`config.mk`:
```
export PLATFORM = sky130hd
export DESIGN_NAME = dto_watch
export DESIGN_NICKNAME = d
export VERILOG_FILES = /design/src/rtl/dto_pkg.sv /design/src/rtl/dto_seq.sv /design/src/rtl/dto_prescale.sv /design/src/rtl/dto_count.sv /design/src/rtl/dto_watch.sv
export SDC_FILE = /design/constraint.sdc
export NUM_CORES = 1
export LEC_CHECK = 0
export CORE_ASPECT_RATIO = 1.2
export CORE_MARGIN = 3
export CORE_UTILIZATION = 45
export CTS_CLUSTER_DIAMETER = 50
export DETAILED_ROUTE_END_ITERATION = 10
export GPL_TIMING_DRIVEN = 0
export PLACE_DENSITY = 0.77
export RECOVER_POWER = 50
export SYNTH_ARGS = -nofsm -noshare
export SYNTH_HDL_FRONTEND = slang
export SYNTH_HIERARCHICAL = 1
export SYNTH_SLANG_ARGS = --single-unit
export TNS_END_PERCENT = 20
```
`constraint.sdc`:
```
create_clock -name clk -period 3.48 [get_ports clk]
set_clock_uncertainty 0.1 [all_clocks]
set_input_delay 0.696 -clock clk [delete_from_list [all_inputs] [get_ports clk]]
set_output_delay 0.696 -clock clk [all_outputs]
set_load 0.02 [all_outputs]
```
`src/rtl/dto_pkg.sv`:
```
// Package: shared types for the data-phase timeout watchdog.
// Assumes: nothing beyond IEEE 1800-2017 enums.
package dto_pkg;

    // Counting unit selected at arm time
    typedef enum logic {
        UNIT_CYCLE = 1'b0,
        UNIT_KILO  = 1'b1
    } dto_unit_e;

    // Wait state of the watchdog
    typedef enum logic [1:0] {
        WAIT_IDLE  = 2'd0,
        WAIT_TIMED = 2'd1,
        WAIT_FREE  = 2'd2
    } dto_wait_e;

endpackage

```
`src/rtl/dto_seq.sv`:
```
// Module: dto_seq
// Wait-state sequencer. Decides when the watchdog is counting, latches the
// counting unit at arm, and owns the sticky expiry flag.
// Assumes: arm, halt and abort are single-cycle pulses; abort beats arm,
// arm beats halt, halt beats tick.
module dto_seq
    import dto_pkg::*;
(
    input  logic clk,
    input  logic rst_n,
    input  logic tick,
    input  logic arm,
    input  logic halt,
    input  logic abort,
    input  logic flag_clr,
    input  logic limit_zero,
    input  logic unit_in,
    input  logic last_step,
    output logic do_load,
    output logic do_clear,
    output logic do_step,
    output logic unit_kilo,
    output logic running,
    output logic expired
);

    dto_wait_e state_q;
    dto_wait_e state_d;
    dto_unit_e unit_q;
    logic      flag_q;

    // Command decode with fixed priority
    always_comb begin
        do_clear = abort;
        do_load  = arm && !abort;
        do_step  = (state_q == WAIT_TIMED) && tick && !arm && !halt && !abort;
    end

    // Next wait state
    always_comb begin
        state_d = state_q;
        if (abort) begin
            state_d = WAIT_IDLE;
        end else if (arm) begin
            state_d = limit_zero ? WAIT_FREE : WAIT_TIMED;
        end else if (halt) begin
            state_d = WAIT_IDLE;
        end else if (last_step) begin
            state_d = WAIT_IDLE;
        end
    end

    // Wait state register
    always_ff @(posedge clk) begin
        if (!rst_n) begin
            state_q <= WAIT_IDLE;
        end else begin
            state_q <= state_d;
        end
    end

    // Counting unit latched on arm
    always_ff @(posedge clk) begin
        if (!rst_n) begin
            unit_q <= UNIT_CYCLE;
        end else if (do_load) begin
            unit_q <= dto_unit_e'(unit_in);
        end
    end

    // Sticky flag: abort clears, expiry sets over a software clear
    always_ff @(posedge clk) begin
        if (!rst_n) begin
            flag_q <= 1'b0;
        end else if (abort) begin
            flag_q <= 1'b0;
        end else if (last_step) begin
            flag_q <= 1'b1;
        end else if (flag_clr) begin
            flag_q <= 1'b0;
        end
    end

    assign unit_kilo = (unit_q == UNIT_KILO);
    assign running   = (state_q != WAIT_IDLE);
    assign expired   = flag_q;

endmodule

```
`src/rtl/dto_prescale.sv`:
```
// Module: dto_prescale
// Divides qualified ticks by 2**PRE_W in kilocycle mode; passes every tick
// in single-cycle mode.
// Assumes: clear and load restart the divider; step is already qualified.
module dto_prescale #(
    parameter int PRE_W = 10
) (
    input  logic clk,
    input  logic rst_n,
    input  logic restart,
    input  logic step,
    input  logic kilo,
    output logic carry
);

    localparam logic [PRE_W-1:0] PRE_TOP = {PRE_W{1'b1}};

    logic [PRE_W-1:0] div_q;

    // Divider register: wraps from PRE_TOP to zero
    always_ff @(posedge clk) begin
        if (!rst_n) begin
            div_q <= '0;
        end else if (restart) begin
            div_q <= '0;
        end else if (step && kilo) begin
            div_q <= div_q + 1'b1;
        end
    end

    // Carry toward the main count
    always_comb begin
        carry = step && (!kilo || (div_q == PRE_TOP));
    end

endmodule

```
`src/rtl/dto_count.sv`:
```
// Module: dto_count
// Main down-counter. Loads the limit at arm and steps down on each
// prescaler carry. Flags the step that takes it from one to zero.
// Assumes: dec is never raised for a zero count by the sequencer.
module dto_count #(
    parameter int CNT_W = 16
) (
    input  logic             clk,
    input  logic             rst_n,
    input  logic             clear,
    input  logic             load,
    input  logic [CNT_W-1:0] load_val,
    input  logic             dec,
    output logic [CNT_W-1:0] value,
    output logic             last_step
);

    localparam logic [CNT_W-1:0] ONE = {{(CNT_W-1){1'b0}}, 1'b1};

    logic [CNT_W-1:0] cnt_q;

    // Count register
    always_ff @(posedge clk) begin
        if (!rst_n) begin
            cnt_q <= '0;
        end else if (clear) begin
            cnt_q <= '0;
        end else if (load) begin
            cnt_q <= load_val;
        end else if (dec && (cnt_q != '0)) begin
            cnt_q <= cnt_q - ONE;
        end
    end

    // Terminal step detect
    always_comb begin
        last_step = dec && (cnt_q == ONE);
    end

    assign value = cnt_q;

endmodule

```
`src/rtl/dto_watch.sv`:
```
// Module: dto_watch (top)
// Data-phase timeout watchdog. Counts qualified card-clock ticks after an
// arm pulse and raises a sticky flag when the loaded limit runs out.
// Assumes: tick is a one-cycle enable in the clk domain; all inputs are
// synchronous to clk.
module dto_watch #(
    parameter int CNT_W = 16,
    parameter int PRE_W = 10
) (
    input  logic             clk,
    input  logic             rst_n,
    input  logic             tick,
    input  logic [CNT_W-1:0] cfg_limit,
    input  logic             cfg_kilo,
    input  logic             arm,
    input  logic             halt,
    input  logic             abort,
    input  logic             flag_clr,
    output logic             expired,
    output logic             running,
    output logic [CNT_W-1:0] remaining
);

    logic do_load;
    logic do_clear;
    logic do_step;
    logic unit_kilo;
    logic carry;
    logic last_step;
    logic limit_zero;

    assign limit_zero = (cfg_limit == '0);

    dto_seq u_seq (
        .clk        (clk),
        .rst_n      (rst_n),
        .tick       (tick),
        .arm        (arm),
        .halt       (halt),
        .abort      (abort),
        .flag_clr   (flag_clr),
        .limit_zero (limit_zero),
        .unit_in    (cfg_kilo),
        .last_step  (last_step),
        .do_load    (do_load),
        .do_clear   (do_clear),
        .do_step    (do_step),
        .unit_kilo  (unit_kilo),
        .running    (running),
        .expired    (expired)
    );

    dto_prescale #(.PRE_W(PRE_W)) u_pre (
        .clk     (clk),
        .rst_n   (rst_n),
        .restart (do_load || do_clear),
        .step    (do_step),
        .kilo    (unit_kilo),
        .carry   (carry)
    );

    dto_count #(.CNT_W(CNT_W)) u_cnt (
        .clk       (clk),
        .rst_n     (rst_n),
        .clear     (do_clear),
        .load      (do_load),
        .load_val  (cfg_limit),
        .dec       (carry),
        .value     (remaining),
        .last_step (last_step)
    );

endmodule

```
==> summary.md <==
| Metric | Value |
|---|---|
| Critical path's largest stage delay | 0.50 ns |
| Detailed-route wire length per cell | 14.3 um |
| Ys flop type | dfxtp_1 |
| Syn_area_per_cell | slightly above 8 um^2 |
| Core area | between 3000 and 4000 um^2 |
| Area leader, netlist | dfxtp_1 |
| Worst vdd ir | 0.000250 V |
| First-pass GRT wire length | slightly above 7000 um |
| Final setup margin | between 0.2 and 0.3 ns |
| Worst hold slack | between 0.3 and 0.4 ns |
| Nets@finish | 282 |
| Crit Path Class | primary input to register |
| Initial antenna violation count | 0 |
| RSZ-0062 raised after global routing | no |
| DRC Markers | 0 |
| Worst Hold Launch | u_pre/div_q[9] |
| DR vias/cell | ~5.6 |
| Rel. slew slack | 0.616 |
| Worst Path Max Fanout | 9 |
| Final GP Congestion | between 0.8 and 0.9 |
| PD cells | 335 nW/um^2 |
| Starting density of the core | 0.490 |
| DP HPWL | about 3200 um |
| Hold endpoint | u_pre/div_q[9] |
| 1st-iter DRT viols | between 60 and 70 |
| Fin Setup TNS | 0 ns |
| Critical R2R Launch | u_pre/div_q[3] |
| Die X | about 62 um |
| Yosys cell types | 46 |
| Site row count | 23 |
| Area post-placement | around 2200 um^2 |
| Detailed-route via count | 1,705 |
| Area growth syn-to-layout | 34.8% |
| Post-place setup slack | -0.519 ns |
| Syn Inst Count | 206 |
| Layout cells sized above 1 | 0.0938 |
| CTS max path bufs | 2 |
| Final antenna-violating net count | 0 |
| Design Area, Final | between 2000 and 2500 um^2 |
| Asr flop ratio synth | 0 |
| Largest net degree at the start of global routing | 11 |
| Most frequent CP cell | nand2b_1 |
| Register area share after synthesis | 0.352 |
| Yosys top cell area share | 0.352 |
| H-tree depth | 2 |
| Register bit total from synthesis | 30 |
| Max-slew violation count | 0 |
| R2r worst-path depth | 9 |
| ANT cells | 0 |
| Ys Warns | 6 |
| Congestion Overflow GR | 0 |
| Initial DRT Pass Iterations | 4 |
| Vias in the first global route | about 1,600 |
| Worst-path clk slew | 0.07 ns |
| EDFF count, synth | 0 |
| Status | completed |
| Max-Cap Viols | 0 |
| Total chip power | slightly below 0.8 mW |
| Die ar. | 4570 um^2 |
| Routed wire length | around 4400 um |
| Worst Path Arrival | around 3.3 ns |
| Clock sinks | 30 |
| Mapped Area | between 1500 and 2000 um^2 |
| Fmax | around 310 MHz |
| Lkg Pwr | between 0.8 and 0.9 nW |
| Cts-stage hold buffer count | 0 |
| R2R setup slack | 0.75 ns |
| Post-synthesis net count | around 230 |
| Final hold violation count | 0 |
| Die Ht | roughly 73 um |
| CTS tree | built |
| Tmin final | around 3.2 ns |
| Worst hold-check path type | register to register |
| Worst-Margin Slew | around 0.57 ns |
| Critical path's slowest cell | clkdlybuf4s50_1 |
| Worst setup EP type | register |
| Root Buffer | clkbuf_8 |
| GRT Overall Usage | 0.200 |
| Fin crit share | 0.916 |
| Hold path cells | 2 |
| Req. time, crit path | approximately 3.6 ns |
| # setup viols final | 0 |
| Port Buffers | between 40 and 50 |
| Startpoint Class | primary input |
| Boundary Pins | 42 |
| Insertion delay to the later sink of the worst-skew pair | 0.28 ns |
| Cts bufs inserted | 5 |
| Critical path cell sequence | clkdlybuf4s50_1, nand2b_1, nor4_4, and2_1, nor4b_2, nand2b_1, clkbuf_1, a2111oi_1, nand2b_1, a311oi_1 |
| Reg-to-reg critical path endpoint | u_cnt/value[9] |
| Synth top area cells | dfxtp_1 35%, nor2_1 4.6%, xnor2_1 4.6% |
[worst max-delay path, delay by kind of cell]
kind	cells	cell delay (ns)
AND/OR/NAND/NOR	6	1.17
buffers and inverters	2	0.71
AO/OA/AOI/OAI	2	0.69
[cells by family after synthesis]
kind of cell | Yosys count | synth area share
AND/OR/NAND/NOR | 97 | 0.328
AO/OA/AOI/OAI | 43 | 0.179
flip-flops | 30 | 0.352
buffers and inverters | 19 | 0.0447
XOR/XNOR | 10 | 0.0513
multiplexers | 4 | 0.0235
adder cells (fa/ha/maj) | 3 | 0.0220
[synth_stat cells (all sizes together), types with 4 or more instances]
library cell and instances:
or4 5, mux2i 4, nand2 14, clkbuf 7, nor4 10, o21ai 6, o31ai 4, nand2b 11
xnor2 9, a211oi 8, nand3 5, a21oi 12, inv 9, or3 7, dfxtp 30, nor2 21
nor3 8
[layout make-up]
type | instances | area (um^2)
clock inverters | 1 | 5.00
inverters | 9 | 33.8
fillers | 311 | 1180
plain buffers | 10 | 42.5
flip-flops and latches | 30 | 601
well taps | 50 | 62.6
clock buffers | 7 | 86.3
multi-input cells | 157 | 1050
repair buffers | 42 | 418
[worst max-delay path by stage]
stage	start	to	slack, ns	cells past startpoint
floorplan	halt	u_cnt/value[9]	0.47	9
finish	arm	u_cnt/value[9]	0.29	10
CTS	arm	u_cnt/value[9]	0.01	10
detailed placement	arm	u_cnt/value[9]	-0.52	10
global placement	arm	u_cnt/value[9]	-0.48	10
global route	arm	u_cnt/value[9]	0.01	10
[state kept, by name, indices dropped and copies added (netlist names)]
signal,flops
u_cnt/value,16
u_pre/div_q,10
u_seq/expired,1
u_seq/state_q,2
u_seq/unit_kilo,1
[layer usage]
layer | track usage | up-vias | wire, um | part of all wire
met1 | 0.242 | 788 | 1950 | 0.45
met2 | 0.352 | 56 | 2150 | 0.49
met4 | 0.0491 | 0 | 15 | 0.0034
li1 | - | 859 | - | -
met3 | 0.0581 | 2 | 249 | 0.057
met5 | 0 | - | 0 | 0
[power breakdown]
part	switching [mW]	internal (mW)
sequential	0.00899	0.350
clock	0.127	0.159
combinational	0.0665	0.0593
total	0.202	0.569
[layout by cell type, fill, tap and decap left out, types with 8 or more instances in the layout]
master and instances:
dlygate4sd3_1 19, clkdlybuf4s50_1 22, nand2_1 14, dfxtp_1 30, nor2_1 21, xnor2_1 9
clkbuf_1 8, a21oi_1 11, nand2b_1 10, nor4_1 9, inv_1 9, a211oi_1 8
[per-stage QoR]
| stage | instances | util |
|---|---|---|
| finish | 306 | 0.661 |
| detailed placement | 297 | 0.626 |
| floorplan | 206 | - |
| global placement | 297 | 0.626 |
| CTS | 305 | 0.654 |
| global route | 306 | 0.661 |
[repair_timing]
action,CTS,global route
setup endpoints to repair,6,6
pin swaps,0,1
setup buffers,0,1
resized for setup,1,3
No activity file was read; power rests on OpenSTA's default activity.
